--- src/rtl/sms_pkg.sv ---
package sms_pkg;
  typedef enum logic [1:0] {
    ST_IDLE = 2'd0,
    ST_DEL  = 2'd1,
    ST_MID  = 2'd2,
    ST_INS  = 2'd3
  } sms_step_e;
endpackage

--- src/rtl/sms_seq.sv ---
module sms_seq
  import sms_pkg::*;
#(
  parameter int NCOL = 4,
  parameter int CLEN = 8,
  parameter int AW   = 5,
  parameter int CW   = (NCOL > 1) ? $clog2(NCOL) : 1,
  parameter int RW   = (CLEN > 1) ? $clog2(CLEN) : 1
) (
  input  logic            clk,
  input  logic            rst_n,
  input  logic            cmd_valid,
  input  logic [AW-1:0]   cmd_ins,
  input  logic [AW-1:0]   cmd_del,
  output logic            cmd_ready,
  output logic            accept,
  output logic            accept_up,
  output logic            up,
  output logic [NCOL-1:0] col_en,
  output logic [CLEN-1:0] row_en,
  output logic            wr_en,
  output logic [RW-1:0]   wr_row,
  output logic            done
);

  function automatic logic [CW-1:0] col_of(input logic [AW-1:0] a);
    int t;
    t = int'(a) / CLEN;
    return t[CW-1:0];
  endfunction

  function automatic logic [RW-1:0] row_of(input logic [AW-1:0] a);
    int t;
    t = int'(a) % CLEN;
    return t[RW-1:0];
  endfunction

  function automatic logic [CLEN-1:0] row_span(input int lo, input int hi);
    logic [CLEN-1:0] m;
    for (int r = 0; r < CLEN; r++) m[r] = (r >= lo) && (r <= hi);
    return m;
  endfunction

  function automatic logic [NCOL-1:0] col_span(input int lo, input int hi);
    logic [NCOL-1:0] m;
    for (int c = 0; c < NCOL; c++) m[c] = (c >= lo) && (c <= hi);
    return m;
  endfunction

  sms_step_e       state;
  logic [CW-1:0]   ci, cd;
  logic [RW-1:0]   ri, rd;
  logic [2:0]      step_cnt;
  int              gap;

  assign cmd_ready = (state == ST_IDLE);
  assign accept    = cmd_ready && cmd_valid;
  assign accept_up = (cmd_ins <= cmd_del);
  assign wr_row    = ri;
  assign gap       = up ? (int'(cd) - int'(ci)) : (int'(ci) - int'(cd));

  always_comb begin
    col_en = '0;
    row_en = '0;
    wr_en  = 1'b0;
    case (state)
      ST_DEL: begin
        col_en = col_span(int'(cd), int'(cd));
        row_en = up ? row_span(0, int'(rd)) : row_span(int'(rd), CLEN - 1);
      end
      ST_MID: begin
        col_en = up ? col_span(int'(ci) + 1, int'(cd) - 1)
                    : col_span(int'(cd) + 1, int'(ci) - 1);
        row_en = '1;
      end
      ST_INS: begin
        col_en = col_span(int'(ci), int'(ci));
        wr_en  = 1'b1;
        if (ci == cd)
          row_en = (ri <= rd) ? row_span(int'(ri), int'(rd)) : row_span(int'(rd), int'(ri));
        else
          row_en = up ? row_span(int'(ri), CLEN - 1) : row_span(0, int'(ri));
      end
      default: ;
    endcase
  end

  always_ff @(posedge clk) begin
    if (!rst_n) begin
      state <= ST_IDLE;
      ci    <= '0;
      cd    <= '0;
      ri    <= '0;
      rd    <= '0;
      up    <= 1'b0;
      done  <= 1'b0;
    end else begin
      done <= 1'b0;
      case (state)
        ST_IDLE: if (accept) begin
          ci    <= col_of(cmd_ins);
          cd    <= col_of(cmd_del);
          ri    <= row_of(cmd_ins);
          rd    <= row_of(cmd_del);
          up    <= accept_up;
          state <= (col_of(cmd_ins) == col_of(cmd_del)) ? ST_INS : ST_DEL;
        end
        ST_DEL:  state <= (gap > 1) ? ST_MID : ST_INS;
        ST_MID:  state <= ST_INS;
        default: begin
          state <= ST_IDLE;
          done  <= 1'b1;
        end
      endcase
    end
  end

  always_ff @(posedge clk) begin
    if (!rst_n || state == ST_IDLE) step_cnt <= '0;
    else                            step_cnt <= step_cnt + 3'd1;
  end

  assert_step_bound_R9: assert property (@(posedge clk) disable iff (!rst_n)
    (state != ST_IDLE) |-> (step_cnt < 3'd3));
  assert_busy_after_accept_R9: assert property (@(posedge clk) disable iff (!rst_n)
    accept |=> !cmd_ready);
  assert_done_after_write_R8: assert property (@(posedge clk) disable iff (!rst_n)
    done |-> $past(wr_en));
  assert_single_column_R6: assert property (@(posedge clk) disable iff (!rst_n)
    (state != ST_MID) |-> $onehot0(col_en));
  assert_rows_with_cols_R7: assert property (@(posedge clk) disable iff (!rst_n)
    (|col_en) |-> (|row_en));

endmodule

--- src/rtl/sms_cols.sv ---
module sms_cols #(
  parameter int NCOL = 4,
  parameter int CLEN = 8,
  parameter int W    = 16,
  parameter int AW   = 5,
  parameter int RW   = 3
) (
  input  logic            clk,
  input  logic            rst_n,
  input  logic            latch,
  input  logic            latch_up,
  input  logic [W-1:0]    latch_data,
  input  logic [NCOL-1:0] col_en,
  input  logic [CLEN-1:0] row_en,
  input  logic            up,
  input  logic            wr_en,
  input  logic [RW-1:0]   wr_row,
  input  logic [AW-1:0]   rd_addr,
  output logic [W-1:0]    rd_data
);
  localparam int N = NCOL * CLEN;

  logic [W-1:0] words   [N];
  logic [W-1:0] carry_w [NCOL];
  logic [W-1:0] wdata;

  always_ff @(posedge clk) begin
    if (!rst_n)     wdata <= '0;
    else if (latch) wdata <= latch_data;
  end

  for (genvar c = 0; c < NCOL; c++) begin : g_col
    logic [W-1:0] carry;
    always_ff @(posedge clk) begin
      if (!rst_n)     carry <= '0;
      else if (latch) carry <= latch_up ? words[c*CLEN + CLEN - 1] : words[c*CLEN];
    end
    assign carry_w[c] = carry;

    for (genvar r = 0; r < CLEN; r++) begin : g_row
      localparam int IDX = c * CLEN + r;
      logic [W-1:0] q, from_lo, from_hi;

      if (r > 0)       begin : g_lo_in assign from_lo = words[IDX-1]; end
      else if (c > 0)  begin : g_lo_cy assign from_lo = carry_w[c-1]; end
      else             begin : g_lo_z  assign from_lo = '0; end

      if (r < CLEN - 1)     begin : g_hi_in assign from_hi = words[IDX+1]; end
      else if (c < NCOL-1)  begin : g_hi_cy assign from_hi = carry_w[c+1]; end
      else                  begin : g_hi_z  assign from_hi = '0; end

      always_ff @(posedge clk) begin
        if (!rst_n) q <= '0;
        else if (col_en[c] && row_en[r]) begin
          if (wr_en && wr_row == RW'(r)) q <= wdata;
          else if (up)                    q <= from_lo;
          else                            q <= from_hi;
        end
      end
      assign words[IDX] = q;
    end
  end

  assign rd_data = words[rd_addr];

endmodule

--- src/rtl/sms_shift_top.sv ---
module sms_shift_top #(
  parameter int NCOL = 4,
  parameter int CLEN = 8,
  parameter int W    = 16,
  localparam int AW  = $clog2(NCOL * CLEN),
  localparam int RW  = (CLEN > 1) ? $clog2(CLEN) : 1
) (
  input  logic            clk,
  input  logic            rst_n,
  input  logic            cmd_valid,
  output logic            cmd_ready,
  input  logic [AW-1:0]   cmd_ins,
  input  logic [AW-1:0]   cmd_del,
  input  logic [W-1:0]    cmd_data,
  output logic            done,
  output logic [NCOL-1:0] col_en,
  output logic [NCOL-1:0] col_dir,
  output logic [CLEN-1:0] row_en,
  output logic            wr_en,
  input  logic [AW-1:0]   rd_addr,
  output logic [W-1:0]    rd_data
);
  logic          accept, accept_up, up;
  logic [RW-1:0] wr_row;

  sms_seq #(.NCOL(NCOL), .CLEN(CLEN), .AW(AW), .RW(RW)) u_seq (
    .clk(clk), .rst_n(rst_n), .cmd_valid(cmd_valid), .cmd_ins(cmd_ins),
    .cmd_del(cmd_del), .cmd_ready(cmd_ready), .accept(accept),
    .accept_up(accept_up), .up(up), .col_en(col_en), .row_en(row_en),
    .wr_en(wr_en), .wr_row(wr_row), .done(done)
  );

  sms_cols #(.NCOL(NCOL), .CLEN(CLEN), .W(W), .AW(AW), .RW(RW)) u_cols (
    .clk(clk), .rst_n(rst_n), .latch(accept), .latch_up(accept_up),
    .latch_data(cmd_data), .col_en(col_en), .row_en(row_en), .up(up),
    .wr_en(wr_en), .wr_row(wr_row), .rd_addr(rd_addr), .rd_data(rd_data)
  );

  for (genvar c = 0; c < NCOL; c++) begin : g_dir
    assign col_dir[c] = col_en[c] & (up ^ (c % 2 == 1));
  end

endmodule

--- config.mk ---
export PLATFORM = sky130hd
export DESIGN_NAME = sms_shift_top
export DESIGN_NICKNAME = d
export VERILOG_FILES = /design/src/rtl/sms_pkg.sv /design/src/rtl/sms_seq.sv /design/src/rtl/sms_cols.sv /design/src/rtl/sms_shift_top.sv
export SDC_FILE = /design/constraint.sdc
export NUM_CORES = 2
export LEC_CHECK = 0
export ABC_CLOCK_PERIOD_IN_PS = 3700
export BUFFER_PORTS_ARGS = -buffer_cell sky130_fd_sc_hd__buf_2
export CAP_MARGIN = 20
export CORE_AREA = 4 4 313 315
export CTS_CLUSTER_DIAMETER = 80
export CTS_CLUSTER_SIZE = 30
export DETAILED_ROUTE_END_ITERATION = 7
export DIE_AREA = 0 0 317 319
export GPL_TIMING_DRIVEN = 0
export PLACE_DENSITY = 0.65
export SKIP_CTS_REPAIR_TIMING = 1
export SYNTH_ARGS = -nofsm -noshare
export SYNTH_HDL_FRONTEND = slang
export SYNTH_SLANG_ARGS = --single-unit
export TNS_END_PERCENT = 20
--- constraint.sdc ---
create_clock -name clk -period 3.7 [get_ports clk]
set_input_delay 0.37 -clock clk [delete_from_list [all_inputs] [get_ports clk]]
set_output_delay 0.37 -clock clk [all_outputs]
set_load 0.005 [all_outputs]
==> results.yml <==
status:
  status: "finished, violations left"
  violations: "negative hold slack, negative setup slack"
synth:
  synth-xor-area-share: 0
  synth_seq_area_share: 0.320
  synth_edf_count: 0
  async_reset_ff_frac: 0
  yosys_warnings: 0
  synth_compound_area_frac: 0.0696
  synth_mux_area_frac: 0.354
  synthAdderAreaFrac: 0.00601
  yosys_most_used_dff: "dfxtp_1"
  yosys.area_share.simple: 0.202
  syn-instance-count: 4217
  synth_top_family_by_area: "multiplexers"
  syn_area_um2: 37900
  ys_seq_elements: 606
  synth_fp_nets: 4268
  postSynthAreaPerCell_um2: 8.98
  synth_cell_types: 75
layout:
  final_common_cell: "nand2_1"
  finalInstanceArea_um2: 41900
  syn_to_final_growth_pct: 10.7
  fin_nets: 4411
  final_cell_mix: "nand2_1 (968), mux2i_1 (960), dfxtp_1 (606), nand3_1 (421), clkbuf_1 (207)"
  drive_above_1_share: 0.146
drt:
  ant_nets: 0
  drt_wl_total_mm: 197
  wl_met1_mm: 78.1
  top_layer_used: "met5"
  drt_iter0_drc: 5313
  drc: 0
  viasPerCell: 6.28
  vias: 35622
  wl_met3_mm: 25.6
  wire_per_inst_um: 34.7
  dr.pass1.iters: 8
  met2_length_mm: 84.3
setup_path:
  worst_setup_path_start_kind: "register"
  max_stage_delay_ps: 940
  end_kind: "register"
  worstSetupPathType: "register to register"
  slowest_stage: "buf_1"
  cp_max_fo: 10
  path_cells: "buf_2 > buf_2 > nor2_1 > nand2_1 > clkbuf_1 > buf_1 > nand2_1 > nand3_1 > mux2i_1"
  arrival_ps: 4360
  required_ps: 4200
timing:
  final-hold-violation-count: 6
  slew_violations: 0
  max_freq_ghz: 0.259
  timing.final.crit_period_ps: 3850
  fin_ws_ps: -155
  fin_crit_sh: 1.04
  slew_headroom: 0.154
  worst_slew_pin_slew_ps: 1270
  rsz0062_at_grt: "true"
  setup_viol: 30
  hold-worst-slack_ps: -22.2
  fin_worst_skew_ps: 27.9
clocking:
  worstSkewPairLatency_ps: 650
  clk_path_buf_depth: 3
  clock-sinks: 606
  cts_tree: "built"
  htreeDepth: 2
  clkTransAtPathRegs_ps: 100
  cts_root_buf: "clkbuf_16"
  numCtsBuffers: 46
floorplan:
  die_area_um2: 101000
  coreArea_um2: 94900
  die_y_um: 319
  start_util: 0.399
  die_w_um: 317
  num_io_pins: 69
  std_cell_rows: 113
power:
  power_density_nw_per_um2: 441
  p_leak_nw: 17.1
  vdd_drop_max_mv: 0.296
global_routing:
  grt_pass1_vias: 33052
  grt_max_degree: 24
  grt-ovfl-total: 0
  grt_usage: 0.377
  grt_antenna_before_repair: 15
  grt_pass1_wl_mm: 267
placement:
  place_area_um2: 39900
  place_congestion: 1.10
  hpwl_mm: 163
  pre_cts_slack_ps: -309
  port_buffers: 64
min_path:
  hp-class: "input port to register"
flow_run:
  cap_violations: 0
[report_power, final]
group / internal, W / switching (W) / leakage (nW)
Clock: 0.00282 / 0.00306 / 0.795
Sequential: 0.00676 / 0.000210 / 4.89
Combinational: 0.00170 / 0.00395 / 11.4
[worst max-delay path, delay by kind of cell (launching register included)]
family / cells / cell delay (ps)
mux: 1 / 80
simple gates: 4 / 800
buf+inv: 4 / 2360
flops: 1 / 440
[sequential cells by signal (all words and copies together) (netlist names)]
| signal | count |
|---|---|
| u_cols.g_col.g_row.from_hi | 496 |
| u_cols.g_col.g_row.q | 64 |
| u_cols.g_col.carry | 16 |
| u_cols.wdata | 16 |
| u_seq.rd | 3 |
| u_seq.wr_row | 3 |
| u_seq.cd | 2 |
| u_seq.ci | 2 |
| u_seq.state | 2 |
| u_seq.done | 1 |
| u_seq.up | 1 |
[final timing paths]
path                                                                   startpoint                                                end  slack [ps]  depth (start not counted)
worst min register to register  u_cols.g_col[2].g_row[5].from_hi[12]$_SDFFE_PN0P_  u_cols.g_col[2].g_row[5].from_hi[12]$_SDFFE_PN0P_         500                          2
worst min-delay path                                                  cmd_data[3]                       u_cols.wdata[3]$_SDFFE_PN0P_         -20                          3
worst max-delay path                                 u_seq.wr_row[1]$_SDFFE_PN0P_   u_cols.g_col[0].g_row[0].from_hi[0]$_SDFFE_PN0P_        -150                          9
worst max register to register                       u_seq.wr_row[1]$_SDFFE_PN0P_   u_cols.g_col[0].g_row[0].from_hi[0]$_SDFFE_PN0P_        -150                          9
[through the flow]
step                cells  power (W)  utilization  TNS, ps
floorplan            4217     0.0104            -        0
detailed placement   5554     0.0124        0.421    -4020
global route         5661     0.0188        0.442     -851
finish               5670     0.0185        0.442    -1970
CTS                  5637     0.0182        0.438    -5340
global placement     5546     0.0124        0.419   -12380
[final cells by class]
cell class,count,area (µm²)
antenna,10,25.0
buffer,382,1780
clock buffer,49,1190
clock inverter,34,457
fill,9533,52900
inverter,26,98.8
multi-input combinational,3203,24000
sequential,606,12100
tap,1265,1580
timing repair buffer,95,708
[metal layers]
| metal | vias to the layer above | global-route usage |
|---|---|---|
| met5 | - | 0 |
| met4 | 8 | 0.145 |
| met3 | 437 | 0.139 |
| met2 | 2262 | 0.564 |
| met1 | 17593 | 0.495 |
| li1 | 15322 | - |
[Yosys cell counts, types with 64 or more instances]
| master | number | area (µm²) |
|---|---|---|
| nand2_1 | 968 | 3630 |
| a21oi_1 | 92 | 460 |
| a32o_1 | 64 | 641 |
| dfxtp_1 | 606 | 12100 |
| buf_2 | 102 | 510 |
| nand3_1 | 424 | 2120 |
| clkbuf_1 | 215 | 807 |
| mux2i_1 | 960 | 9610 |
| nor2_1 | 102 | 383 |
| mux4_2 | 160 | 3600 |
| or2_2 | 98 | 613 |
| a211oi_1 | 81 | 608 |
[cell families (layout without fill, tap and decap cells)]
logic type,Yosys count,count (layout)
and+or+nand+nor,1724,1724
muxes,1136,1136
DFF,606,606
buffers and inverters,408,586
AOI/OAI and AO/OA,326,326
adders and majority gates,17,17
other,0,10
(Power assumes the default switching activity.)
